`config.mk`:
```
export PLATFORM = sky130hd
export DESIGN_NAME = dual_timer
export DESIGN_NICKNAME = d
export VERILOG_FILES = /design/src/rtl/timer_pkg.sv /design/src/rtl/count_core.sv /design/src/rtl/ctl_bits.sv /design/src/rtl/timer_decode.sv /design/src/rtl/dual_timer.sv
export SDC_FILE = /design/constraint.sdc
export NUM_CORES = 1
export LEC_CHECK = 0
export ABC_AREA = 1
export BUFFER_PORTS_ARGS = -buffer_cell sky130_fd_sc_hd__buf_2
export CAP_MARGIN = 20
export CORE_ASPECT_RATIO = 0.7
export CORE_MARGIN = 4
export CORE_UTILIZATION = 50
export DETAILED_ROUTE_END_ITERATION = 6
export PLACE_DENSITY = 0.67
export SLEW_MARGIN = 20
export SYNTH_ARGS = -nofsm -noshare
export SYNTH_HDL_FRONTEND = slang
export SYNTH_SLANG_ARGS = --single-unit
```
`constraint.sdc`:
```
create_clock -name clk -period 2.7 [get_ports clk]
set_input_delay 0.405 -clock clk [delete_from_list [all_inputs] [get_ports clk]]
set_output_delay 0.405 -clock clk [all_outputs]
set_load 0.05 [all_outputs]
```
`src/rtl/timer_pkg.sv`:
```
`timescale 1ns/1ps
package timer_pkg;
  localparam int BANK_STRIDE = 6;
  localparam int OFS_VAL     = 0;
  localparam int OFS_LOAD    = 1;
  localparam int OFS_BG      = 2;
  localparam int OFS_CTRL    = 3;
  localparam int OFS_RAW     = 4;
  localparam int OFS_MSK     = 5;
  localparam int ADR_MODE    = 12;
  localparam int ADR_W_VHI   = 13;
  localparam int ADR_W_VLO   = 14;
  localparam int ADR_W_LHI   = 15;
  localparam int ADR_W_LLO   = 16;
  localparam int ADR_W_BHI   = 17;
  localparam int ADR_W_BLO   = 18;
  localparam int ADR_W_CTRL  = 19;
  localparam int ADR_W_RAW   = 20;
  localparam int ADR_W_MSK   = 21;

  typedef struct packed {
    logic irq_en;
    logic oneshot;
    logic en;
  } ctl_t;
endpackage

```
`src/rtl/count_core.sv`:
```
`timescale 1ns/1ps
module count_core #(
  parameter int W = 32
) (
  input  logic         clk,
  input  logic         rst_n,
  input  logic         wr_val,
  input  logic         wr_bg,
  input  logic [W-1:0] wdata,
  input  logic         do_reload,
  input  logic         do_zero,
  input  logic         do_dec,
  output logic [W-1:0] value,
  output logic [W-1:0] load
);
  always_ff @(posedge clk) begin
    if (!rst_n) begin
      value <= '0;
      load  <= '0;
    end else begin
      if (wr_val || wr_bg) load <= wdata;
      if (wr_val)          value <= wdata;
      else if (do_reload)  value <= load;
      else if (do_zero)    value <= '0;
      else if (do_dec)     value <= value - W'(1);
    end
  end

  assert_load_copy_R3: assert property (@(posedge clk) disable iff (!rst_n)
    wr_val |=> (value == $past(wdata)) && (load == $past(wdata)));

  assert_bg_keeps_R3: assert property (@(posedge clk) disable iff (!rst_n)
    (wr_bg && !wr_val && !do_reload && !do_zero && !do_dec) |=> $stable(value));
endmodule

```
`src/rtl/ctl_bits.sv`:
```
`timescale 1ns/1ps
module ctl_bits
  import timer_pkg::*;
(
  input  logic       clk,
  input  logic       rst_n,
  input  logic       wr_ctrl,
  input  logic [2:0] wbits,
  input  logic       wr_clr,
  input  logic       expire,
  input  logic       stop,
  output ctl_t       ctl,
  output logic       raw
);
  always_ff @(posedge clk) begin
    if (!rst_n) begin
      ctl <= '0;
      raw <= 1'b0;
    end else begin
      if (wr_ctrl) ctl <= ctl_t'(wbits);
      if (stop)    ctl.en <= 1'b0;
      if (wr_clr)  raw <= 1'b0;
      if (expire)  raw <= 1'b1;
    end
  end

  assert_expire_sets_R5: assert property (@(posedge clk) disable iff (!rst_n)
    expire |=> raw);

  assert_stop_halts_R6: assert property (@(posedge clk) disable iff (!rst_n)
    stop |=> !ctl.en);
endmodule

```
`src/rtl/timer_decode.sv`:
```
`timescale 1ns/1ps
module timer_decode
  import timer_pkg::*;
#(
  parameter int DATA_W = 32,
  parameter int ADDR_W = 5,
  parameter int NCNT   = 2
) (
  input  logic                        bus_wr,
  input  logic                        bus_rd,
  input  logic [ADDR_W-1:0]           bus_addr,
  input  logic                        wdata0,
  input  logic                        mode,
  input  logic [NCNT-1:0][DATA_W-1:0] val,
  input  logic [NCNT-1:0][DATA_W-1:0] ld,
  input  ctl_t [NCNT-1:0]             ctl,
  input  logic [NCNT-1:0]             raw,
  output logic [NCNT-1:0]             wr_val,
  output logic [NCNT-1:0]             wr_bg,
  output logic [NCNT-1:0]             wr_ctrl,
  output logic [NCNT-1:0]             wr_clr,
  output logic                        wr_mode,
  output logic [DATA_W-1:0]           bus_rdata
);
  logic [DATA_W-1:0] rmux;

  always_comb begin
    wr_val  = '0;
    wr_bg   = '0;
    wr_ctrl = '0;
    wr_clr  = '0;
    wr_mode = bus_wr && (bus_addr == ADDR_W'(ADR_MODE));
    if (bus_wr && !mode) begin
      for (int i = 0; i < NCNT; i++) begin
        if (bus_addr == ADDR_W'(i*BANK_STRIDE + OFS_LOAD)) wr_val[i]  = 1'b1;
        if (bus_addr == ADDR_W'(i*BANK_STRIDE + OFS_BG))   wr_bg[i]   = 1'b1;
        if (bus_addr == ADDR_W'(i*BANK_STRIDE + OFS_CTRL)) wr_ctrl[i] = 1'b1;
        if (bus_addr == ADDR_W'(i*BANK_STRIDE + OFS_RAW))  wr_clr[i]  = wdata0;
      end
    end
    if (bus_wr && mode) begin
      if (bus_addr == ADDR_W'(ADR_W_LHI))  wr_val[1]  = 1'b1;
      if (bus_addr == ADDR_W'(ADR_W_LLO))  wr_val[0]  = 1'b1;
      if (bus_addr == ADDR_W'(ADR_W_BHI))  wr_bg[1]   = 1'b1;
      if (bus_addr == ADDR_W'(ADR_W_BLO))  wr_bg[0]   = 1'b1;
      if (bus_addr == ADDR_W'(ADR_W_CTRL)) wr_ctrl[0] = 1'b1;
      if (bus_addr == ADDR_W'(ADR_W_RAW))  wr_clr[0]  = wdata0;
    end
  end

  always_comb begin
    rmux = '0;
    for (int i = 0; i < NCNT; i++) begin
      if (bus_addr == ADDR_W'(i*BANK_STRIDE + OFS_VAL))  rmux = val[i];
      if (bus_addr == ADDR_W'(i*BANK_STRIDE + OFS_LOAD)) rmux = ld[i];
      if (bus_addr == ADDR_W'(i*BANK_STRIDE + OFS_BG))   rmux = ld[i];
      if (bus_addr == ADDR_W'(i*BANK_STRIDE + OFS_CTRL)) rmux = DATA_W'(ctl[i]);
      if (bus_addr == ADDR_W'(i*BANK_STRIDE + OFS_RAW))  rmux = DATA_W'(raw[i]);
      if (bus_addr == ADDR_W'(i*BANK_STRIDE + OFS_MSK))  rmux = DATA_W'(raw[i] & ctl[i].irq_en);
    end
    case (bus_addr)
      ADDR_W'(ADR_MODE):   rmux = DATA_W'(mode);
      ADDR_W'(ADR_W_VHI):  rmux = val[1];
      ADDR_W'(ADR_W_VLO):  rmux = val[0];
      ADDR_W'(ADR_W_LHI):  rmux = ld[1];
      ADDR_W'(ADR_W_LLO):  rmux = ld[0];
      ADDR_W'(ADR_W_BHI):  rmux = ld[1];
      ADDR_W'(ADR_W_BLO):  rmux = ld[0];
      ADDR_W'(ADR_W_CTRL): rmux = DATA_W'(ctl[0]);
      ADDR_W'(ADR_W_RAW):  rmux = DATA_W'(raw[0]);
      ADDR_W'(ADR_W_MSK):  rmux = DATA_W'(raw[0] & ctl[0].irq_en);
      default: ;
    endcase
  end

  assign bus_rdata = bus_rd ? rmux : '0;
endmodule

```
`src/rtl/dual_timer.sv`:
```
`timescale 1ns/1ps
module dual_timer
  import timer_pkg::*;
#(
  parameter int DATA_W = 32,
  parameter int ADDR_W = 5
) (
  input  logic              clk,
  input  logic              rst_n,
  input  logic              cnt_en,
  input  logic              bus_wr,
  input  logic              bus_rd,
  input  logic [ADDR_W-1:0] bus_addr,
  input  logic [DATA_W-1:0] bus_wdata,
  output logic [DATA_W-1:0] bus_rdata,
  output logic              irq_a,
  output logic              irq_b
);
  localparam int NCNT   = 2;
  localparam int WIDE_W = NCNT * DATA_W;

  logic                        mode_q;
  logic [NCNT-1:0][DATA_W-1:0] val, ld;
  ctl_t [NCNT-1:0]             ctl;
  logic [NCNT-1:0]             raw;
  logic [NCNT-1:0]             wr_val, wr_bg, wr_ctrl, wr_clr;
  logic                        wr_mode;
  logic [NCNT-1:0]             do_reload, do_zero, do_dec, expire, stop;
  logic [WIDE_W-1:0]           wide_val;
  logic                        wide_one, wide_zero, run64;

  timer_decode #(.DATA_W(DATA_W), .ADDR_W(ADDR_W), .NCNT(NCNT)) u_dec (
    .bus_wr(bus_wr), .bus_rd(bus_rd), .bus_addr(bus_addr), .wdata0(bus_wdata[0]),
    .mode(mode_q), .val(val), .ld(ld), .ctl(ctl), .raw(raw),
    .wr_val(wr_val), .wr_bg(wr_bg), .wr_ctrl(wr_ctrl), .wr_clr(wr_clr),
    .wr_mode(wr_mode), .bus_rdata(bus_rdata)
  );

  always_ff @(posedge clk) begin
    if (!rst_n)       mode_q <= 1'b0;
    else if (wr_mode) mode_q <= bus_wdata[0];
  end

  assign wide_val  = {val[1], val[0]};
  assign wide_one  = (wide_val == WIDE_W'(1));
  assign wide_zero = (wide_val == '0);
  assign run64     = mode_q & ctl[0].en & cnt_en & ~(|wr_val);

  for (genvar i = 0; i < NCNT; i++) begin : g_cnt
    logic run32, is1, is0, dec_ok;
    assign run32 = ~mode_q & ctl[i].en & cnt_en & ~wr_val[i];
    assign is1   = (val[i] == DATA_W'(1));
    assign is0   = (val[i] == '0);

    if (i == 0) begin : g_lo
      assign dec_ok    = 1'b1;
      assign expire[i] = mode_q ? (run64 & wide_one) : (run32 & is1);
    end else begin : g_hi
      assign dec_ok    = (val[0] == '0);
      assign expire[i] = run32 & is1;
    end

    assign do_reload[i] = mode_q ? (run64 & ((wide_one & ~ctl[0].oneshot) | wide_zero))
                                 : (run32 & ((is1 & ~ctl[i].oneshot) | is0));
    assign do_zero[i]   = mode_q ? (run64 & wide_one & ctl[0].oneshot)
                                 : (run32 & is1 & ctl[i].oneshot);
    assign do_dec[i]    = mode_q ? (run64 & ~wide_one & ~wide_zero & dec_ok)
                                 : (run32 & ~is1 & ~is0);
    assign stop[i]      = expire[i] & ctl[i].oneshot;

    count_core #(.W(DATA_W)) u_core (
      .clk(clk), .rst_n(rst_n), .wr_val(wr_val[i]), .wr_bg(wr_bg[i]),
      .wdata(bus_wdata), .do_reload(do_reload[i]), .do_zero(do_zero[i]),
      .do_dec(do_dec[i]), .value(val[i]), .load(ld[i])
    );

    ctl_bits u_ctl (
      .clk(clk), .rst_n(rst_n), .wr_ctrl(wr_ctrl[i]), .wbits(bus_wdata[2:0]),
      .wr_clr(wr_clr[i]), .expire(expire[i]), .stop(stop[i]),
      .ctl(ctl[i]), .raw(raw[i])
    );
  end

  assign irq_a = raw[0] & ctl[0].irq_en;
  assign irq_b = ~mode_q & raw[1] & ctl[1].irq_en;

  assert_count_step_R4: assert property (@(posedge clk) disable iff (!rst_n)
    (!mode_q && ctl[0].en && cnt_en && val[0] > DATA_W'(1) && !bus_wr)
    |=> val[0] == $past(val[0]) - DATA_W'(1));

  assert_hold_R4: assert property (@(posedge clk) disable iff (!rst_n)
    (!cnt_en && !bus_wr) |=> $stable(val));

  assert_hi_quiet_R8: assert property (@(posedge clk) disable iff (!rst_n)
    (mode_q && $past(mode_q)) |-> !$rose(raw[1]));

  assert_gate32_R9: assert property (@(posedge clk) disable iff (!rst_n)
    (mode_q && bus_wr && bus_addr == ADDR_W'(OFS_LOAD)) |=> $stable(ld[0]));

  assert_gate64_R10: assert property (@(posedge clk) disable iff (!rst_n)
    (!mode_q && bus_wr && bus_addr == ADDR_W'(ADR_W_LLO)) |=> $stable(ld[0]));

  assert_borrow_R11: assert property (@(posedge clk) disable iff (!rst_n)
    (run64 && val[0] == '0 && val[1] != '0 && !bus_wr)
    |=> (val[0] == '1) && (val[1] == $past(val[1]) - DATA_W'(1)));
endmodule

```
==> out/metrics.yaml, run 1 <==
final_layout:
  drive_gt1_share_pct: 17.27
  stdcell_area_um2: 13310
  area_growth_pct: 18.25
  antennaDiodeCount: 0
  fill_cells: 2126
  fin_nets: 2020
routing:
  drcViolationCount: 0
  m1WireLength_um: 19720
  wl_per_cell_um: 20.39
  antenna_left: 0
  wl_met2_um: 19990
  via_per_inst: 5.951
  firstDrtPassIters: 6
  first_iter_violations: 1648
  vias: 13500
  wl_um: 46250
  wl_met3_um: 4596
  topRoutingLayerUsed: "met4"
floorplanning:
  core_region_area_um2: 21900
  ios: 76
  chipWidth_um: 187.3
  die_h_um: 133.5
  fp-row-count: 45
  start_util_pct: 51.39
  die_area_um2: 25010
power:
  leakage_nw: 6.377
  p_per_area_nw_per_um2: 493.2
  net-switching-power_w: 0.002389
  internal_power_w: 0.004175
  combPwrFrac_pct: 31.3
  seq_power_share_pct: 32.4
  ir_drop_mv: 0.4636
  p_sw_share_pct: 36.39
  clock_power_share_pct: 36.3
yosys:
  synth_top_family_by_area: "simple AND/OR/NAND/NOR gates"
  synth-edff-count: 0
  syn_area_per_cell_um2: 5.965
  yosysWarnings: 0
  yosys.area_share.simple_pct: 33.96
  syn-num-nets: 1933
  synth_ff_type: "dfxtp_1"
  syn_inst: 1887
  yosysTopAreaCellShare_pct: 24.37
  synth-compound-area-share_pct: 25.22
  synth_cell_types: 44
  synthAdderAreaFrac_pct: 0.4446
  yosysSeqAreaShare_pct: 24.37
  synth_top_area_cell: "dfxtp_1"
  synth_area_leaders: "dfxtp_1 (24%), nand2_1 (16%), a21oi_1 (9.6%)"
  synthArstFlopShare_pct: 0
  synth_area_um2: 11260
  ys_ff_latch: 137
  synth_xor_area_share_pct: 4.513
  muxShareOfSynthArea_pct: 0
timing:
  rsz0062_at_grt: "yes"
  min_period_ns: 2.659
  fmax_ghz: 0.3761
  slew_headroom_pct: 45.63
  worstMarginPinSlew_ns: 0.8156
  setup_slack_ns: 0.04087
  setup_viol: 0
  slew_violations: 0
  fin_crit_sh_pct: 98.49
  hold_viol: 0
  fin_skew_ns: 0.008054
critical_path:
  endpoint_kind: "output port"
  cp-start-kind: "primary input"
  crit_path_max_fanout: 11
  cp.arrival_ns: 2.25
  required_ns: 2.30
  crit_type: "in2out"
clock_tree:
  path_clk_slew_ns: 0.06
  cts_tree: "yes"
  postCtsHoldBufs: 0
  cts_htree_levels: 4
  clock_path_buffers: 2
  worstSkewPairLatency_ns: 0.43
  root_buffer: "clkbuf_16"
  numCtsBuffers: 17
  clkSinkCount: 137
grt:
  antenna_found_initial: 0
  grt_pass1_vias: 11950
  grt_max_degree: 66
  grt_use_total_pct: 35.71
  grt_pass1_wl_um: 70850
  globalRouteOverflowTotal: 0
worst_hold_path:
  hp-class: "in2reg"
place:
  dp_hpwl_um: 33930
  io_buffers: 75
  placed_area_um2: 12550
  gp_congestion: 1.003
  post-place-ws_ns: 0.02600
run_status:
  outcome: "finished, final reports clean"
job:
  maxCapViolCount: 0
==> state kept, by name (all words and copies together), names as in the netlist <==
name and flops:
g_cnt.u_ctl.raw 2, g_cnt.u_core.value 64, mode_q 1, g_cnt.u_core.load 64
g_cnt.u_ctl.ctl 6
==> cell usage in the layout (no fill, tap or decap), types with 3 or more instances in the layout <==
cell type,n
nand2_1,469
nor2_2,44
nand2_4,4
o21ai_1,21
nand3_2,3
o2111ai_1,5
dfxtp_1,137
nor2_1,156
clkbuf_16,17
clkinv_4,3
a22oi_1,21
inv_1,192
inv_2,8
clkbuf_4,3
nand4_1,16
o21ai_0,108
buf_4,92
xnor2_1,4
o21a_1,9
nor3_1,4
nor2_4,10
xor2_1,54
nand3b_1,8
nand2_2,11
a221oi_2,3
o21bai_1,12
buf_12,17
nand3_1,161
a21oi_1,211
a221oi_1,7
buf_6,5
buf_2,61
a211oi_2,3
a211oi_1,18
a21oi_2,35
clkinv_2,4
o22ai_1,22
==> synth_stat cells, drive strengths merged, types with 2 or more instances <==
master   instances
o22ai           22
xor2            54
nand3b           8
dfxtp          137
nand4           16
ha               4
nand2          484
nand3          166
a221oi          10
o21a             9
buf             46
inv            200
o2111ai          5
o21ai          131
a21oi          247
xnor2            4
a211oi          21
o311ai           2
o221ai           2
a22oi           21
clkbuf          64
nor2           212
nor3             6
o21bai          12
==> cell type report <==
type                       instances  area [µm²]  share of cell area (%)
clock buffer                      20       456.7                   3.431
clock inverter                    11       122.6                  0.9212
inverter                         200       750.7                   5.640
multi-input combinational       1440        7470                   56.12
sequential                       137        2743                   20.61
tap                              282       352.8                   2.651
timing repair buffer             178        1415                   10.63
==> what timing repair did <==
item,CTS,global route
gates resized for setup,0,59
setup buffers,0,1
setup endpoints to repair,0,74
==> power groups by stage <==
stage	sequential (W)	clock (W)	combinational (W)
4_1_cts	0.00213	0.00238	0.00197
2_1_floorplan	0.00215	0	0.00140
5_1_grt	0.00213	0.00249	0.00224
6_report	0.00213	0.00238	0.00205
3_5_place_dp	0.00217	0	0.00196
3_3_place_gp	0.00217	0	0.00195
==> stage by stage <==
stage | setup TNS (ns) | cells | utilization (%) | power (W) | hold WS (ns)
2_1_floorplan | 0 | 1887 | - | 0.003551 | 0.4444
3_3_place_gp | -0.003925 | 2236 | 57.30 | 0.004117 | 0.4809
4_1_cts | 0 | 2267 | 59.94 | 0.006485 | 0.2550
3_5_place_dp | 0 | 2236 | 57.30 | 0.004129 | 0.4725
6_report | 0 | 2268 | 60.77 | 0.006564 | 0.2645
5_1_grt | -0.6374 | 2268 | 60.77 | 0.006866 | 0.2674
==> worst max-delay path, cell delays in order <==
cell	delay [ns]
buf_2	0.16
nor2_4	0.06
inv_2	0.07
nor2_4	0.04
inv_1	0.14
nor2_4	0.06
nor3_2	0.21
o311ai_4	0.17
buf_4	0.19
buf_4	0.18
a211oi_1	0.33
nor2_2	0.07
buf_6	0.16
==> kinds of logic after synthesis <==
group / Yosys count
buf+inv: 310
fa+ha+maj: 4
simple gates: 893
compound gates: 485
xor+xnor: 58
flops: 137
==> path summary, 6_finish.rpt <==
check | depth (start not counted) | from | end | slack (ns)
max reg2reg | 13 | g_cnt[1].u_core.value[20]$_SDFFE_PN0P_ | g_cnt[0].u_core.value[26]$_SDFFE_PN0P_ | 0.10
min reg2reg | 2 | g_cnt[1].u_ctl.ctl[2]$_SDFFE_PN0P_ | g_cnt[1].u_ctl.ctl[2]$_SDFFE_PN0P_ | 0.50
min | 3 | bus_wdata[22] | g_cnt[0].u_core.load[22]$_SDFFE_PN0P_ | 0.26
max | 13 | bus_addr[2] | bus_rdata[5] | 0.04
==> per-layer routing <==
metal / vias up / global-route usage (%)
met3: 114 / 6.548
met2: 860 / 55.29
li1: 6404 / -
met4: 0 / 14.20
met1: 6118 / 49.38
met5: - / 0
Power figures use the tool's default switching activity.
==> run 2, diff against run 1 <==
--- a/config.mk
+++ b/config.mk
@@ -6,13 +6,15 @@
 export NUM_CORES = 1
 export LEC_CHECK = 0
 export ABC_AREA = 1
-export BUFFER_PORTS_ARGS = -buffer_cell sky130_fd_sc_hd__buf_2
 export CAP_MARGIN = 20
+export CELL_PAD_IN_SITES_DETAIL_PLACEMENT = 1
+export CELL_PAD_IN_SITES_GLOBAL_PLACEMENT = 1
 export CORE_ASPECT_RATIO = 0.7
 export CORE_MARGIN = 4
-export CORE_UTILIZATION = 50
+export CORE_UTILIZATION = 46
 export DETAILED_ROUTE_END_ITERATION = 6
-export PLACE_DENSITY = 0.67
+export DONT_BUFFER_PORTS = 1
+export PLACE_DENSITY = 0.81
 export SLEW_MARGIN = 20
 export SYNTH_ARGS = -nofsm -noshare
 export SYNTH_HDL_FRONTEND = slang
==> run 2 against run 1 <==
Against the previous run: worst hold slack got worse by 0.17 ns; clock power increased by 23%; critical path depth increased by 1; clock skew increased by 0.0033 ns; setup slack improved by 0.034 ns; clock-buffer cell count increased by 1; maximum frequency increased by 1.3%.
==> out/metrics.yaml, run 2 (synthesis results as in run 1) <==
critical_path:
  cp.arrival_ns: 3.01  # +0.76 ns
  critical_path.startpoint: "g_cnt[1].u_core.value[18]$_SDFFE_PN0P_"
  crit_path_max_fanout: 19  # +8
  crit_type: "reg2reg"
  endpoint_kind: "flip-flop"
  path_cells: "inv_1, nand2_1, nor2_1, nand2_1, nor2_2, nand2_1, nor2_1, nand2_1, nand2_4, buf_8, a21oi_1, nand2_1, nand2_1, a21oi_2"
  cp-start-kind: "flip-flop"
  max_stage_delay_ns: 0.34  # about the same
  cpMaxStageDelayCell: "dfxtp_1"
  timing.rr.start: "g_cnt[1].u_core.value[18]$_SDFFE_PN0P_"
  required_ns: 3.08  # +0.78 ns
  cp_common_cell: "nand2_1"
power:
  p_per_area_nw_per_um2: 537.9  # +9.1%
  internal_power_w: 0.004704  # +13%
  net-switching-power_w: 0.002541  # +6.4%
  ir_drop_mv: 0.4767  # +2.8%
  leakage_nw: 6.252  # -2.0%
  p_sw_share_pct: 35.08  # -1.3 points
  seq_power_share_pct: 29.4  # -3.0 points
  clock_power_share_pct: 40.5  # +4.2 points
  combPwrFrac_pct: 30.1  # -1.2 points
routing:
  wl_per_cell_um: 24.57  # +20%
  firstDrtPassIters: 5  # -1
  wl_um: 55060  # +19%
  vias: 14140  # +4.7%
  via_per_inst: 6.308  # +6.0%
  drcViolationCount: 0  # unchanged
  antenna_left: 0  # unchanged
  first_iter_violations: 1450  # -12%
final_layout:
  fin_nets: 1956  # -3.2%
  layout.cells.non_filler: 2241  # -1.2%
  final_common_cell: "nand2_1"
  drive_gt1_share_pct: 14.14  # -3.1 points
  area_growth_pct: 19.65
  most-common-layout-cells: "nand2_1 (470), a21oi_1 (215), inv_1 (190)"
  antennaDiodeCount: 0  # unchanged
  largest_registers: "g_cnt.u_core.load: 64 flops, g_cnt.u_core.value: 64 flops, g_cnt.u_ctl.ctl: 6 flops"
  final_util_pct: 56.41  # -4.4 points
place:
  io_buffers: 0  # -100%
  gp_congestion: 1.008  # +0.42%
  dp_hpwl_um: 38680  # +14%
  place_inst: 2208  # -1.3%
clock_tree:
  cts_tree: "yes"
  clkSinkCount: 137  # unchanged
  path_clk_slew_ns: 0.07  # about the same
  cts_htree_levels: 4  # unchanged
  numCtsBuffers: 17  # unchanged
  root_buffer: "clkbuf_16"
  postCtsHoldBufs: 0  # unchanged
  clock_path_buffers: 2  # unchanged
  worstSkewPairLatency_ns: 0.45  # +0.02 ns
floorplanning:
  fp-row-count: 47  # +4.4%
  die_h_um: 138.9  # +4.0%
  ios: 76  # unchanged
  start_util_pct: 47.14  # -4.2 points
  chipWidth_um: 195.0  # +4.1%
  die_area_um2: 27080  # +8.2%
  core_region_area_um2: 23880  # +9.0%
grt:
  grt_pass1_vias: 14060  # +18%
  grt_pass1_wl_um: 84100  # +19%
  globalRouteOverflowTotal: 0  # unchanged
  antenna_found_initial: 0  # unchanged
  grt_max_degree: 136  # +110%
  grt_use_total_pct: 39.30  # +3.6 points
worst_hold_path:
  min_from: "bus_wr"
  hp-class: "in2reg"
timing:
  slew_headroom_pct: 47.45  # +1.8 points
  hold_viol: 0  # unchanged
  fmax_ghz: 0.3809  # +1.3%
  fin_crit_sh_pct: 97.23  # -1.3 points
  min_period_ns: 2.625  # -0.03393 ns
  slew_violations: 0  # unchanged
  rsz0062_at_grt: "yes"
  worstMarginPinSlew_ns: 0.7882  # -0.02734 ns
  fin_skew_ns: 0.01140  # +0.003345 ns
  setup_viol: 0  # unchanged
job:
  maxCapViolCount: 0  # unchanged
run_status:
  outcome: "finished, final reports clean"
[run 2: cell count changes in the layout (fill, tap and decap cells not counted), moves of 4 or more]
| cell | before | now |
|---|---|---|
| nor2_4 | 10 | 6 |
| buf_12 | 17 | 49 |
| bufinv_16 | 2 | 7 |
| a21oi_1 | 211 | 215 |
| nor2_1 | 156 | 150 |
| buf_4 | 92 | 63 |
| buf_6 | 5 | 1 |
| buf_2 | 61 | 0 |
| nor2_2 | 44 | 54 |
| a21oi_2 | 35 | 31 |
[run 2: worst max-delay path, delay by kind of cell, from the launching register on]
| kind | cells | cell delay, ns |
|---|---|---|
| AO/OA/AOI/OAI | 2 | 0.25 |
| buffers and inverters | 2 | 0.41 |
| flip-flops | 1 | 0.34 |
| AND/OR/NAND/NOR | 10 | 1.53 |
[run 2: through the flow]
stage	worst slack [ns]	TNS (ns)	power, W	hold WS [ns]	area (µm²)
after floorplan	0.09087	0	0.003551	0.4444	11340
after CTS	0.007110	0	0.007177	0.08709	13390
after global routing	-0.01856	-0.05742	0.007516	0.08375	13470
after detailed placement	0.04994	0	0.004247	0.4891	12690
after global placement	0.03566	0	0.004180	0.4842	12690
final	0.07479	0	0.007245	0.09369	13470
[run 2: final timing paths]
check                                           endpoint  slack (ns)  depth (start not counted)
hold / removal                       mode_q$_SDFFE_PN0P_        0.09                          1
hold reg to reg          g_cnt[1].u_ctl.raw$_SDFFE_PN0P_        0.50                          2
setup / recovery  g_cnt[1].u_core.value[18]$_SDFFE_PN0P_        0.07                         14
setup reg to reg  g_cnt[1].u_core.value[18]$_SDFFE_PN0P_        0.07                         14
[run 2: layout make-up]
cell class	instances	area [µm²]
clock inverter	11	240.2
inverter	200	757.0
timing repair buffer	114	1480
sequential	137	2743
fill	3284	10410
clock buffer	21	460.4
tap	318	397.9
multi-input combinational	1440	7390
[run 2: power groups by stage]
stage | clock network (W) | registers, W | logic [W]
5_1_grt | 0.00302 | 0.00214 | 0.00236
6_report | 0.00293 | 0.00213 | 0.00218
2_1_floorplan | 0 | 0.00215 | 0.00140
3_3_place_gp | 0 | 0.00217 | 0.00201
3_5_place_dp | 0 | 0.00217 | 0.00207
4_1_cts | 0.00293 | 0.00213 | 0.00212
[run 2: timing repair]
item,in CTS,in global routing
buffers inserted,0,1
gates resized for setup,2,21
setup endpoints to repair,2,69
endpoints found under the hold margin,0,0
[run 2: per-layer routing]
| layer | wire length [µm] | global-route usage, % | vias up |
|---|---|---|---|
| met3 | 5359 | 8.621 | 219 |
| met2 | 24620 | 62.55 | 870 |
| li1 | - | - | 6273 |
| met5 | 0 | 0 | - |
| met4 | 3397 | 21.15 | 0 |
| met1 | 21680 | 49.80 | 6775 |
